[src/rtl/wdt_pkg.sv]
package wdt_pkg;
  localparam logic [4:0] OFS_COUNT   = 5'h00;
  localparam logic [4:0] OFS_WARN    = 5'h04;
  localparam logic [4:0] OFS_BARK    = 5'h06;
  localparam logic [4:0] OFS_HALTCTL = 5'h08;
  localparam logic [4:0] OFS_GATE    = 5'h0A;
  localparam logic [4:0] OFS_START_W = 5'h12;
  localparam logic [4:0] OFS_START_N = 5'h01;
  localparam int HALT_POS  = 11;
  localparam int WARN_POS  = 0;
  localparam int BARK_POS  = 1;
  localparam int GATE_POS  = 0;
  localparam int MIN_CODE  = 4;

  // seconds to ticks at 0.6 s per tick
  function automatic int secs_to_ticks(input int secs);
    return (secs * 10) / 6;
  endfunction

  // a start code is usable only from MIN_CODE upward
  function automatic logic start_code_ok(input logic [9:0] code);
    return code >= 10'(MIN_CODE);
  endfunction
endpackage

[src/rtl/wdt_startval.sv]
module wdt_startval #(
  parameter int FW  = 10,
  parameter int RW  = 16,
  parameter int DEF = 50
) (
  input  logic          clk,
  input  logic          rst_n,
  input  logic          wr_ev,
  input  logic [RW-1:0] wdata,
  output logic [RW-1:0] reg_q,
  output logic [FW-1:0] field_o,
  output logic          accept_o
);
  import wdt_pkg::*;
  logic [9:0] code_ext;

  assign code_ext = 10'(wdata[FW-1:0]);
  assign accept_o = wr_ev && start_code_ok(code_ext);
  assign field_o  = reg_q[FW-1:0];

  always_ff @(posedge clk or negedge rst_n) begin
    if (!rst_n)        reg_q <= RW'(DEF);
    else if (accept_o) reg_q <= wdata;
  end
endmodule

[src/rtl/wdt_counter.sv]
module wdt_counter #(
  parameter int FW  = 10,
  parameter int DEF = 50
) (
  input  logic          clk,
  input  logic          rst_n,
  input  logic          tick,
  input  logic          halt,
  input  logic          reload,
  input  logic [FW-1:0] load_val,
  output logic [FW-1:0] count,
  output logic          expire
);
  logic run;
  assign run    = tick && !halt;
  assign expire = run && !reload && (count == '0);

  always_ff @(posedge clk or negedge rst_n) begin
    if (!rst_n)                count <= FW'(DEF);
    else if (reload || expire) count <= load_val;
    else if (run)              count <= count - 1'b1;
  end
endmodule

[src/rtl/wdt_status.sv]
module wdt_status (
  input  logic clk,
  input  logic rst_n,
  input  logic expire,
  input  logic clr_warn,
  input  logic clr_bark,
  output logic warn,
  output logic bark,
  output logic bark_ev
);
  assign bark_ev = expire && warn;

  always_ff @(posedge clk or negedge rst_n) begin
    if (!rst_n) begin
      warn <= 1'b0;
      bark <= 1'b0;
    end else begin
      warn <= (warn && !clr_warn) || expire;
      bark <= (bark && !clr_bark) || bark_ev;
    end
  end
endmodule

[src/rtl/wdt_core.sv]
module wdt_core #(
  parameter bit WIDE       = 1'b1,
  parameter int DEF_SECS   = 30
) (
  input  logic        clk,
  input  logic        rst_n,
  input  logic        tick_i,
  input  logic        strap_nr_i,
  input  logic        wr_en_i,
  input  logic [4:0]  addr_i,
  input  logic [15:0] wdata_i,
  output logic [15:0] rdata_o,
  output logic        reset_req_o
);
  import wdt_pkg::*;
  localparam int FW  = WIDE ? 10 : 6;
  localparam int RW  = WIDE ? 16 : 8;
  localparam int DEF = secs_to_ticks(DEF_SECS);
  localparam logic [4:0] START_ADDR = WIDE ? OFS_START_W : OFS_START_N;

  logic          halt_q, gate_sw_q, gate_eff;
  logic          reload_ev, start_wr_ev, start_accept, expire_ev, bark_ev;
  logic          clr_warn, clr_bark, warn_q, bark_q;
  logic [RW-1:0] start_q;
  logic [FW-1:0] start_field, count_q;

  assign reload_ev   = wr_en_i && (addr_i == OFS_COUNT);
  assign start_wr_ev = wr_en_i && (addr_i == START_ADDR);
  assign clr_warn    = wr_en_i && (addr_i == OFS_WARN) && wdata_i[WARN_POS];
  assign clr_bark    = wr_en_i && (addr_i == OFS_BARK) && wdata_i[BARK_POS];
  assign gate_eff    = gate_sw_q || strap_nr_i;
  assign reset_req_o = bark_q && !gate_eff;

  always_ff @(posedge clk or negedge rst_n) begin
    if (!rst_n) begin
      halt_q    <= 1'b1;
      gate_sw_q <= 1'b1;
    end else if (wr_en_i) begin
      if (addr_i == OFS_HALTCTL) halt_q    <= wdata_i[HALT_POS];
      if (addr_i == OFS_GATE)    gate_sw_q <= wdata_i[GATE_POS];
    end
  end

  wdt_startval #(.FW(FW), .RW(RW), .DEF(DEF)) u_start (
    .clk(clk), .rst_n(rst_n), .wr_ev(start_wr_ev), .wdata(wdata_i[RW-1:0]),
    .reg_q(start_q), .field_o(start_field), .accept_o(start_accept)
  );

  wdt_counter #(.FW(FW), .DEF(DEF)) u_cnt (
    .clk(clk), .rst_n(rst_n), .tick(tick_i), .halt(halt_q),
    .reload(reload_ev), .load_val(start_field),
    .count(count_q), .expire(expire_ev)
  );

  wdt_status u_sts (
    .clk(clk), .rst_n(rst_n), .expire(expire_ev),
    .clr_warn(clr_warn), .clr_bark(clr_bark),
    .warn(warn_q), .bark(bark_q), .bark_ev(bark_ev)
  );

  always_comb begin
    rdata_o = '0;
    if (addr_i == OFS_COUNT)        rdata_o = 16'(count_q);
    else if (addr_i == START_ADDR)  rdata_o = 16'(start_q);
    else if (addr_i == OFS_WARN)    rdata_o[WARN_POS] = warn_q;
    else if (addr_i == OFS_BARK)    rdata_o[BARK_POS] = bark_q;
    else if (addr_i == OFS_HALTCTL) rdata_o[HALT_POS] = halt_q;
    else if (addr_i == OFS_GATE)    rdata_o[GATE_POS] = gate_eff;
  end
endmodule

[config.mk]
export PLATFORM = sky130hd
export DESIGN_NAME = wdt_core
export DESIGN_NICKNAME = d
export VERILOG_FILES = /design/src/rtl/wdt_pkg.sv /design/src/rtl/wdt_startval.sv /design/src/rtl/wdt_counter.sv /design/src/rtl/wdt_status.sv /design/src/rtl/wdt_core.sv
export SDC_FILE = /design/constraint.sdc
export NUM_CORES = 1
export LEC_CHECK = 0
export ABC_AREA = 0
export CAP_MARGIN = 20
export CORE_ASPECT_RATIO = 1.5
export CORE_MARGIN = 2
export CORE_UTILIZATION = 48
export CTS_CLUSTER_DIAMETER = 100
export CTS_CLUSTER_SIZE = 8
export DETAILED_ROUTE_END_ITERATION = 16
export DONT_BUFFER_PORTS = 1
export GPL_TIMING_DRIVEN = 0
export PLACE_DENSITY = 0.69
export SLEW_MARGIN = 10
export SYNTH_ARGS = -nofsm -noshare
export SYNTH_HDL_FRONTEND = slang
export SYNTH_HIERARCHICAL = 1
export SYNTH_SLANG_ARGS = --single-unit
[constraint.sdc]
create_clock -name clk -period 2.65 [get_ports clk]
set_clock_uncertainty 0.05 [all_clocks]
set_input_delay 0.265 -clock clk [delete_from_list [all_inputs] [get_ports clk]]
set_output_delay 0.265 -clock clk [all_outputs]
set_load 0.1 [all_outputs]
; ---- Word level (Yosys, flattened, before mapping)
; Cells that the tools add are included.
[totals]
wordCells = 57
out_inout_bits = 17
reg_bits = 30
in_bits = 26
[op_classes]
mux = 16
n_addsub = 1
eq_ne = 5
n_reduce_logical = 28
n_lt_le_gt_ge = 1
[ops]
columns = operator, count
row1 = two-way mux 10 bit, 2
row2 = two-way mux 16 bit, 1
row3 = logical AND 1 bit, 14
row4 = "== test 5 x 3 -> 1 bit, second input constant", 2
row5 = "== test 5 x 4 -> 1 bit, second input constant", 2
row6 = "greater-or-equal comparator 10 x 3 -> 1 bit, second input constant", 1
row7 = logical NOT 10 bit, 1
row8 = two-way mux 1 bit, 10
row9 = "subtractor 10 x 1 -> 10 bit, second input constant", 1
row10 = two-way mux 9 bit, 1
row11 = "== test 5 bit, second input constant", 1
row12 = logical NOT 1 bit, 5
row13 = logical NOT 5 bit, 1
row14 = logical OR 1 bit, 4
row15 = two-way mux 4 bit, 1
row16 = AND reduction 2 bit, 2
row17 = two-way mux 2 bit, 1
row18 = nonzero test 2 bit, 1

; ---- Depth between registers and ports, before layout
; Gate-level depths: netlist of the first run.
[logic_depth]
word_depth = 7
depth_mapped = 10
ltp_nobuf = 8

; ---- Cells and area by module
; The synthesis of the first run kept the hierarchy.
[by_module_without_submodules]
columns = mod, n_inst, cells_each, area_per_inst_um2
row1 = wdt_startval, 1, 46, 737.0
row2 = wdt_counter, 1, 79, 713.2
row3 = wdt_core, 1, 54, 431.7
row4 = wdt_status, 1, 7, 82.6

; ---- Worst setup path after synthesis of the first run
; No wires, ideal clock.
[synth_timing]
path_kind = register -> output
start = register gate_sw_q
end = output reset_req_o
path_buffers = 0
arrival_ns = 2.553
path_slack_ns = -0.218
stages_incl_launch_ff = 2
cell_sequence = dfstp_2 > nor3b_1
[synth_between]
elab_chain_len = 3
[synth_lines]
columns = element, line_no
row1 = start: declaration, wdt_core.sv:21  ; logic halt_q, gate_sw_q, gate_eff;
row2 = start signal: assignment, wdt_core.sv:40  ; if (addr_i == OFS_GATE) gate_sw_q <= wdata_i[GATE_POS];
row3 = logical OR 1 bit, wdt_core.sv:31  ; assign gate_eff = gate_sw_q || strap_nr_i;
row4 = logical NOT 1 bit, wdt_core.sv:32  ; assign reset_req_o = bark_q && !gate_eff;
row5 = logical AND 1 bit, wdt_core.sv:32
row6 = end: declaration, wdt_core.sv:13  ; output logic reset_req_o
; Every way passes these cells.

; ---- Final worst setup path of the first run
[layout_timing]
start = input addr_i[2]
end = output rdata_o[1]
[layout_between]
elab_chain_len = 5
[layout_lines]
columns = element, line_no
row1 = start: declaration, wdt_core.sv:10  ; input logic [4:0] addr_i,
row2 = == test 5 x 3 -> 1 bit, wdt_core.sv:66  ; else if (addr_i == OFS_BARK) rdata_o[BARK_POS] = bark_q;
row3 = two-way mux 1 bit, wdt_core.sv:66
row4 = two-way mux 1 bit, wdt_core.sv:65  ; else if (addr_i == OFS_WARN) rdata_o[WARN_POS] = warn_q;
row5 = two-way mux 2 bit, wdt_core.sv:64  ; else if (addr_i == START_ADDR) rdata_o = 16'(start_q);
row6 = two-way mux 16 bit (*), wdt_core.sv:63  ; if (addr_i == OFS_COUNT) rdata_o = 16'(count_q);
row7 = end: declaration, wdt_core.sv:12  ; output logic [15:0] rdata_o,
; Mark *: on every way between the ends. The rest lies on a longest branch, timed or not.

==> metrics.md, run 1 <==
| Metric | Value |
|---|---|
| Status | complete, no violations |
| Vias/cell | 6.25 |
| Layout cell share with drive strength beyond 1 | 39.8% |
| Routed via count | 1,506 |
| Initial antenna violation count | 0 |
| Sw Pwr | 0.000660 W |
| PwrDens | 872 nW/um^2 |
| Gr usage total | 21.2% |
| Final setup violation count | 0 |
| Final #Nets | 222 |
| Port bufs | 0 |
| Final hold vios | 0 |
| Post-Layout Cell Count | 241 |
| Max Freq | 402 MHz |
| Synth area leaders | dfrtp_1, dfstp_2, mux2_4 |
| Arrival @ worst endpoint | 2170 ps |
| Max-slew violation count | 0 |
| Clock slew at reported path FFs | 60 ps |
| Die Y | 82.4 um |
| Pin count of the biggest net entering global routing | 31 |
| Clock sinks | 30 |
| Initial core utilization | 50.1% |
| Ant. Diodes | 0 |
| Worst-Margin Slew | 1070 ps |
| CTS max path bufs | 2 |
| DRT Pass-1 Iters | 4 |
| Final worst path period need | 2490 ps |
| Clock power frac | 24.6% |
| YS warnings | 6 |
| Peak supply drop | 0.742 mV |
| Pleak | 0.918 nW |
| Cell Area, Synth | 1960 um^2 |
| Crit-path cells | buf_6 > nor3_1 > nor2b_1 > clkbuf_1 > a22oi_1 > nor2_2 |
| CTS Buf Count | 5 |
| Max-cap violations | 0 |
| Final worst slack | 160 ps |
| # resized after CTS | 0 |
| First-pass GRT wire length | 7390 um |
| Worst min path class | primary input to register |
| Commonest non-fill, non-tap cell in the layout | dfrtp_1 |
| Cts hold-fix bufs | 2 |
| Post-Synthesis Cells | 186 |
| Flops & latches, synth | 30 |
| Sw frac | 34.7% |
| I/O pin count | 43 |
| Root buf cell | clkbuf_8 |
| Post-synth ARST share | 100% |
| RSZ-0062 raised after global routing | false |
| Post-DP HPWL | 3340 um |
| WL per Instance | 18.4 um |
| Cell Area, Placed | 2040 um^2 |
| Yosys cell types | 55 |
| Synth Area per Inst | 10.6 um^2 |
| Req. time, crit path | 2340 ps |
| Congestion Overflow GR | 0 |
| Most used DFF post-synth | dfrtp_1 |
| Placed cells | 231 |
| Sequential share of power | 41.6% |
| Sequential share of the synthesized area | 38.7% |
| Number of synthesized flops with an enable pin | 0 |
| Highest-delay cell along the critical path | nor2_2 |
| Area grow syn2layout | 11.1% |
| Post-CTS setup buffers | 0 |
| DRT iter0 DRCs | 97 |
| Die area | 4630 um^2 |
| GP Congestion | 0.907 |
| Relative slew slack | 28.6% |
| Internal power | 0.00124 W |
| Design area | 2180 um^2 |
| CTS tree | built |
| Final ANT Viol Nets | 0 |
| Worst setup path class | primary input to output pin |
| Hold slack final | 79.1 ps |
| Commonest cells after routing, fill and taps aside | dfrtp_1, buf_4, nor2_1, mux2_2, a22o_2 |
| H-tree levels | 2 |
| Worst-skew pair later-pin latency | 280 ps |
| Crit path launch type | primary input |
| Worst-path fanout max | 9 |
| Site row count | 28 |
| Crit end category | output pin |
| # DRC | 0 |
| Slowest cell delay on critical path | 840 ps |
| Post-Syn Nets | 213 |
| Core area | 3920 um^2 |
| Comb pwr share | 33.8% |
| DRT Wirelength | 4440 um |
| Post-synth top area cell | dfrtp_1 |
| Post-route clock period utilization | 94.0% |
| DIE WIDTH | 56.2 um |
| Post-synth top area share | 28.0% |
| Pre-CTS WS | 182 ps |
| Vias in the first global route | 1,556 |
-- cell type report --
class / instances / area [um^2]
clock inverter: 1 / 30.0
sequential: 30 / 761
tap: 45 / 56.3
fill: 358 / 1740
inverter: 8 / 35.0
timing repair buffer: 2 / 30.0
buffer: 19 / 145
multi-input combinational: 129 / 1040
clock buffer: 7 / 86.3
-- power groups by stage --
stage | combinational (W) | sequential (W) | clock [W]
2_1_floorplan | 0.000542 | 0.000743 | 0
3_5_place_dp | 0.000624 | 0.000799 | 0
6_report | 0.000642 | 0.000792 | 0.000469
4_1_cts | 0.000642 | 0.000792 | 0.000485
3_3_place_gp | 0.000602 | 0.000790 | 0
5_1_grt | 0.000710 | 0.000811 | 0.000506
-- final timing paths --
check,startpoint,to,slack [ps],depth (start not counted)
min in group asynchronous,rst_n,u_start/reg_q[3],380,2
setup reg to reg,u_cnt/count[0],u_sts/bark,620,8
max in group asynchronous,rst_n,u_cnt/count[4],1930,2
hold reg to reg,u_start/reg_q[1],u_cnt/count[1],450,2
hold / removal,wdata_i[0],u_start/reg_q[0],80,1
setup / recovery,addr_i[2],rdata_o[1],160,6
-- routing by layer --
metal	GRT usage [%]	routed length, um	up-vias
met5	0	0	-
met4	12.1	153	0
met3	7.48	427	12
met2	36.5	2270	67
met1	22.6	1590	728
li1	-	-	699
-- registers in the layout (all words and copies together) (netlist names) --
signal         flops
gate_sw_q          1
halt_q             1
u_cnt/count       10
u_start/reg_q     16
u_sts/bark         1
u_sts/warn         1
-- critical path: cells and delay by family --
family | cells | cell delay, ps
and+or+nand+nor | 3 | 1270
buffers and inverters | 2 | 450
AOI/OAI and AO/OA | 1 | 180
-- kinds of logic after synthesis --
family                   after synthesis  share of synthesized area [%]
AND/OR/NAND/NOR                       66                           21.5
AO/OA/AOI/OAI                         42                           17.3
flip-flops                            30                           38.7
buffers and inverters                 27                           9.17
multiplexers                          18                           11.8
XOR/XNOR                               2                          0.892
adder cells (fa/ha/maj)                1                          0.637
-- cells in the mapped netlist (all sizes together) (3+ instances only) --
library cell / instances
dfstp: 8
a22oi: 3
nand3: 6
nor4b: 4
and2: 9
a21oi: 5
a22o: 9
nor3: 8
nor4: 4
buf: 17
a31oi: 4
mux2: 18
or4: 3
inv: 8
nor2: 14
o21ai: 5
nand2: 6
dfrtp: 22
a21o: 3
-- through the flow --
| stage | util [%] | setup TNS (ps) | total power [W] |
|---|---|---|---|
| 2_1_floorplan | - | 0 | 0.00128 |
| 3_3_place_gp | 51.6 | -433 | 0.00139 |
| 3_5_place_dp | 51.9 | 0 | 0.00142 |
| 4_1_cts | 55.6 | 0 | 0.00192 |
| 5_1_grt | 55.6 | 0 | 0.00203 |
| 6_report | 55.6 | 0 | 0.00190 |
Power figures use the tool's default switching activity.
==> inputs of run 2 (changes only) <==
==> constraint.sdc (replaced) <==
create_clock -name clk -period 2.4 [get_ports clk]
set_clock_uncertainty 0.05 [all_clocks]
set_input_delay 0.24 -clock clk [delete_from_list [all_inputs] [get_ports clk]]
set_output_delay 0.24 -clock clk [all_outputs]
set_load 0.1 [all_outputs]
==> metrics.md, run 2 (synthesis gave the netlist of run 1 again) <==
| Metric | Value |
|---|---|
| Final #Nets | 222 (unchanged) |
| Core area | 3920 um^2 (unchanged) |
| Clock sinks | 30 (unchanged) |
| Initial core utilization | 50.1% (unchanged) |
| Top Family by Delay on Critical Path | simple AND/OR/NAND/NOR gates |
| DRT Pass-1 Iters | 4 (unchanged) |
| Area grow syn2layout | 10.9% |
| Crit-path cells | buf_6 > or4_4 > nor2_4 > buf_6 > and2_2 > buf_2 > clkbuf_1 > nor2_1 > and2_4 > a21o_1 |
| CTS Buf Count | 5 (unchanged) |
| Worst min path class | primary input to register |
| Post-CTS setup buffers | 0 (unchanged) |
| Root buf cell | clkbuf_8 |
| # DRC | 0 (unchanged) |
| Final ANT Viol Nets | 0 (unchanged) |
| First-pass GRT wire length | 7560 um (+2.2%) |
| CTS tree | built |
| Req. time, crit path | 2530 ps (+190 ps) |
| Vias/cell | 6.19 (-0.93%) |
| Hold path depth | 1 (unchanged) |
| Post-route clock period utilization | 89.4% |
| Crit path buf inv count | 4 (+2) |
| Relative slew slack | 30.9% (+2.3 points) |
| DIE WIDTH | 56.2 um (unchanged) |
| Site row count | 28 (unchanged) |
| Clock slew at reported path FFs | 70 ps (about the same) |
| CP dominant cell by count | buf_6 |
| Crit path launch type | primary input |
| Largest regs | u_start/reg_q x16, u_cnt/count x10 |
| Peak supply drop | 0.533 mV (-28%) |
| Pin count of the biggest net entering global routing | 31 (unchanged) |
| H-tree levels | 2 (unchanged) |
| Status | complete, no violations |
| RSZ-0062 raised after global routing | false |
| Post-Layout Cell Count | 241 (unchanged) |
| Routed via count | 1,492 (-0.93%) |
| Max Freq | 466 MHz |
| PwrDens | 922 nW/um^2 (+5.8%) |
| Final hold vios | 0 (unchanged) |
| Placed cells | 231 (unchanged) |
| GP Congestion | 0.907 (about the same) |
| WP depth | 10 (+4) |
| Die area | 4630 um^2 (unchanged) |
| Flip-flop count of the largest register after layout | 16 (unchanged) |
| Initial antenna violation count | 0 (unchanged) |
| Worst setup path class | primary input to register |
| DRT Wirelength | 4480 um (+0.99%) |
| Slowest cell delay on critical path | 500 ps (-340 ps) |
| Worst Reg-to-Reg Cells | 8 (unchanged) |
| Setup TNS | 0 ps (unchanged) |
| Top reg by flops | u_start/reg_q |
| Max-slew violation count | 0 (unchanged) |
| Final setup violation count | 0 (unchanged) |
| I/O pin count | 43 (unchanged) |
| Arrival @ worst endpoint | 2270 ps (+100 ps) |
| Commonest non-fill, non-tap cell in the layout | dfrtp_1 |
| Worst-Margin Slew | 1030 ps (-35.1 ps) |
| Port bufs | 0 (unchanged) |
| Max-cap violations | 0 (unchanged) |
| Gr usage total | 21.5% (+0.28 points) |
| Worst-path fanout max | 10 (+1) |
| DRT iter0 DRCs | 76 (-22%) |
| Ant. Diodes | 0 (unchanged) |
| WL per Instance | 18.6 um (+0.99%) |
| Congestion Overflow GR | 0 (unchanged) |
| Vias in the first global route | 1,539 (-1.1%) |
| Die Y | 82.4 um (unchanged) |
| Post-DP HPWL | 3310 um (-0.94%) |
| Crit end category | register |
| Layout cell share with drive strength beyond 1 | 42.9% (+3.1 points) |
| Worst-skew pair later-pin latency | 280 ps (about the same) |
| Fillcell total | 354 (-1.1%) |
| Pleak | 0.912 nW (-0.71%) |
| Hold slack final | 49.6 ps (-29.5 ps) |
| Final worst path period need | 2150 ps |
| CTS max path bufs | 2 (unchanged) |
| Highest-delay cell along the critical path | or4_4 |
| Commonest cells after routing, fill and taps aside | dfrtp_1, buf_4, nor2_1, mux2_2, a22o_2 |
## run 2: changes by cell type in the layout (fill, tap and decap cells not counted)
cell	previous run	this run
clkbuf_1	3	2
nor2_4	1	3
clkinvlp_4	0	1
clkinv_2	0	1
nor2_2	2	0
and2_2	1	6
and2_1	6	1
bufinv_16	1	0
## run 2: final timing paths
check | start | to | slack [ps]
worst min-delay path | wdata_i[11] | u_start/reg_q[11] | 50
worst max-delay path | addr_i[2] | u_sts/bark | 250
worst min register to register | u_start/reg_q[1] | u_cnt/count[1] | 440
min in group asynchronous | rst_n | u_cnt/count[7] | 330
max in group asynchronous | rst_n | u_cnt/count[1] | 1730
worst max register to register | u_cnt/count[0] | u_sts/bark | 300
## run 2: metrics by stage
step	total power, W	area, um^2	util, %	setup WS (ps)
3_5_place_dp	0.00157	2040	51.9	-8.02
5_1_grt	0.00214	2180	55.5	139
3_3_place_gp	0.00154	2030	51.8	18.8
2_1_floorplan	0.00142	1970	-	245
4_1_cts	0.00202	2160	55.1	62.1
6_report	0.00201	2180	55.5	254
## run 2: layout make-up
class                           instances  area [um^2]  area share, %
Multi-Input combinational cell        129         1060           48.5
Timing Repair Buffer                    2         30.0           1.38
Sequential cell                        30          761           34.9
Tap cell                               45         56.3           2.58
Inverter                                8         35.0           1.61
Buffer                                 19          145           6.66
Clock buffer                            6         82.6           3.79
Clock inverter                          2         12.5          0.574
## run 2: repair_timing
item	in CTS	in global routing
endpoints found under the setup margin	0	7
hold endpoints to repair	30	0
gates resized for setup	0	7
hold buffers	2	0
## run 2: power by group
part	total (W)	switching (W)	internal [W]
sequential	0.000877	0.000191	0.000686
clock	0.000426	0.000196	0.000230
combinational	0.000705	0.000358	0.000347
## run 2: per-layer routing
| layer | vias up | global-route usage (%) | part of all wire, % |
|---|---|---|---|
| met2 | 49 | 37.4 | 51 |
| met3 | 11 | 5.30 | 5.8 |
| met5 | - | 0 | 0 |
| li1 | 700 | - | - |
| met4 | 0 | 11.9 | 2.7 |
| met1 | 732 | 24.2 | 41 |
==> inputs of run 3 (changes only) <==
--- a/config.mk
+++ b/config.mk
@@ -9,13 +9,13 @@
 export CAP_MARGIN = 20
 export CORE_ASPECT_RATIO = 1.5
 export CORE_MARGIN = 2
-export CORE_UTILIZATION = 48
+export CORE_UTILIZATION = 40
 export CTS_CLUSTER_DIAMETER = 100
 export CTS_CLUSTER_SIZE = 8
 export DETAILED_ROUTE_END_ITERATION = 16
 export DONT_BUFFER_PORTS = 1
 export GPL_TIMING_DRIVEN = 0
-export PLACE_DENSITY = 0.69
+export PLACE_DENSITY = 0.6
 export SLEW_MARGIN = 10
 export SYNTH_ARGS = -nofsm -noshare
 export SYNTH_HDL_FRONTEND = slang
==> metrics.md, run 3 (synthesis gave the netlist of run 1 again) <==
| Metric | Value |
|---|---|
| Max Freq | 454 MHz (-2.5%) |
| Fillcell total | 448 (+27%) |
| DIE WIDTH | 61.2 um (+8.9%) |
| I/O pin count | 43 (unchanged) |
| Ant. Diodes | 0 (unchanged) |
| CTS tree | built |
| Clock slew at reported path FFs | 70 ps (about the same) |
| RSZ-0062 raised after global routing | false |
| Req. time, crit path | 2520 ps (about the same) |
| Congestion Overflow GR | 0 (unchanged) |
| Arrival @ worst endpoint | 2320 ps (+50 ps) |
| Crit-path cells | buf_6 > or4_4 > nor2_4 > buf_6 > and2_2 > buf_2 > clkbuf_1 > nor2_1 > and2_4 > a21o_1 |
| Initial core utilization | 41.2% (-8.9 points) |
| Pleak | 0.936 nW (+2.7%) |
| Port bufs | 0 (unchanged) |
| Final worst slack | 198 ps (-56.0 ps) |
| Top reg by flops | u_start/reg_q |
| Core area | 4770 um^2 (+22%) |
| Setup TNS | 0 ps (unchanged) |
| PwrDens | 996 nW/um^2 (+8.1%) |
| Sequential Area | 761 um^2 (unchanged) |
| Worst setup path class | primary input to register |
| CP dominant cell by count | buf_6 |
| Fin util | 47.2% (-8.3 points) |
| Max-cap violations | 0 (unchanged) |
| Worst-skew pair later-pin latency | 280 ps (about the same) |
| DRT iter0 DRCs | 65 (-14%) |
| CTS Buf Count | 5 (unchanged) |
| GP Congestion | 0.883 (-2.6%) |
| Final #Nets | 222 (unchanged) |
| Routed via count | 1,552 (+4.0%) |
| Peak supply drop | 0.464 mV (-13%) |
| Commonest non-fill, non-tap cell in the layout | dfrtp_1 |
| Flip-flop count of the largest register after layout | 16 (unchanged) |
| Post-DP HPWL | 3550 um (+7.3%) |
| Highest-delay cell along the critical path | or4_4 |
| Area grow syn2layout | 14.6% |
| Total Power | 0.00224 W (+12%) |
| # DRC | 0 (unchanged) |
| Initial antenna violation count | 0 (unchanged) |
| Pin count of the biggest net entering global routing | 31 (unchanged) |
| Post-route clock period utilization | 91.7% (+2.3 points) |
| Gr usage total | 18.8% (-2.7 points) |
| First-pass GRT wire length | 7780 um (+2.9%) |
| Final worst path period need | 2200 ps (+56.0 ps) |
| Relative slew slack | 30.4% (-0.55 points) |
| Post-Layout Cell Count | 262 (+8.7%) |
| H-tree levels | 2 (unchanged) |
| Worst-Margin Slew | 1040 ps (+8.19 ps) |
| DRT Pass-1 Iters | 4 (unchanged) |
| Site row count | 31 (+11%) |
| Final hold vios | 0 (unchanged) |
| Final setup violation count | 0 (unchanged) |
| WL per Instance | 18.3 um (-1.4%) |
| Crit end category | register |
| Pre-CTS WS | -32.4 ps (-24.4 ps) |
| Multi-input combinational cell area | 1060 um^2 (unchanged) |
| Final ANT Viol Nets | 0 (unchanged) |
| Layout cell share with drive strength beyond 1 | 42.9% (unchanged) |
| Crit path launch type | primary input |
| Crit path buf inv count | 4 (unchanged) |
| Die area | 5500 um^2 (+19%) |
| Vias in the first global route | 1,641 (+6.6%) |
| Worst min path class | primary input to register |
| DRT Wirelength | 4800 um (+7.2%) |
| Commonest cells after routing, fill and taps aside | dfrtp_1, buf_4, nor2_1, mux2_2, a22o_2 |
| Slowest cell delay on critical path | 500 ps (about the same) |
| Clock sinks | 30 (unchanged) |
| Vias/cell | 5.92 (-4.3%) |
| Root buf cell | clkbuf_8 |
| Placed cells | 252 (+9.1%) |
| Max-slew violation count | 0 (unchanged) |
| Die Y | 89.8 um (+9.1%) |
| CTS max path bufs | 2 (unchanged) |
| Worst-path fanout max | 10 (unchanged) |
| Top Family by Delay on Critical Path | simple AND/OR/NAND/NOR gates |
| Largest regs | u_start/reg_q x16, u_cnt/count x10 |
| Post-CTS setup buffers | 0 (unchanged) |
| Status | complete, no violations |
[run 3: routing by layer]
metal | vias up | global-route usage, % | wire length [um]
met5 | - | 0 | 0
li1 | 696 | - | -
met1 | 782 | 23.0 | 1860
met3 | 10 | 4.46 | 290
met4 | 0 | 7.43 | 105
met2 | 64 | 30.6 | 2550
[run 3: worst register-to-register path, cell delays in order, from the launching register on]
cell and delay, ps:
dfrtp_1 430, inv_1 110, ha_1 190, nor4b_4 430, and2_4 260, nand3_1 80
nor2_1 180, and2_4 170, a21o_1 80
[run 3: final timing paths]
path | start | to | slack (ps) | cells after the start
worst max-delay path | addr_i[2] | u_sts/bark | 200 | 10
worst min-delay path | wdata_i[11] | u_start/reg_q[11] | 50 | 1
worst min register to register | u_start/reg_q[1] | u_cnt/count[1] | 450 | 2
max in group asynchronous | rst_n | u_start/reg_q[5] | 1720 | 2
min in group asynchronous | rst_n | u_cnt/count[9] | 330 | 2
worst max register to register | u_cnt/count[0] | u_sts/bark | 360 | 8
[run 3: where the power goes]
group / switching, W / internal (W) / total, W
Sequential: 0.000197 / 0.000687 / 0.000884
Clock: 0.000197 / 0.000443 / 0.000640
Combinational: 0.000373 / 0.000348 / 0.000721
Total: 0.000767 / 0.00148 / 0.00224
[run 3: stage by stage]
step	hold slack [ps]	instance area (um^2)
global route	42.3	2250
finish	51.3	2250
floorplan	-106	1970
global placement	-104	2060
detailed placement	-104	2060
CTS	40.6	2250
[run 3: timing repair]
| action | 4_1_cts | 5_1_grt |
|---|---|---|
| setup endpoints to repair | 3 | 4 |
| hold buffers | 2 | 0 |
| hold endpoints to repair | 30 | 0 |
| resized for setup | 3 | 4 |
[run 3: cell type report]
class	instances	share of cell area (%)
Clock inverter	2	2.67
Timing Repair Buffer	2	1.33
Buffer	19	6.44
Clock buffer	6	3.67
Tap cell	66	3.67
Multi-Input combinational cell	129	46.9
Sequential cell	30	33.8
Inverter	8	1.56
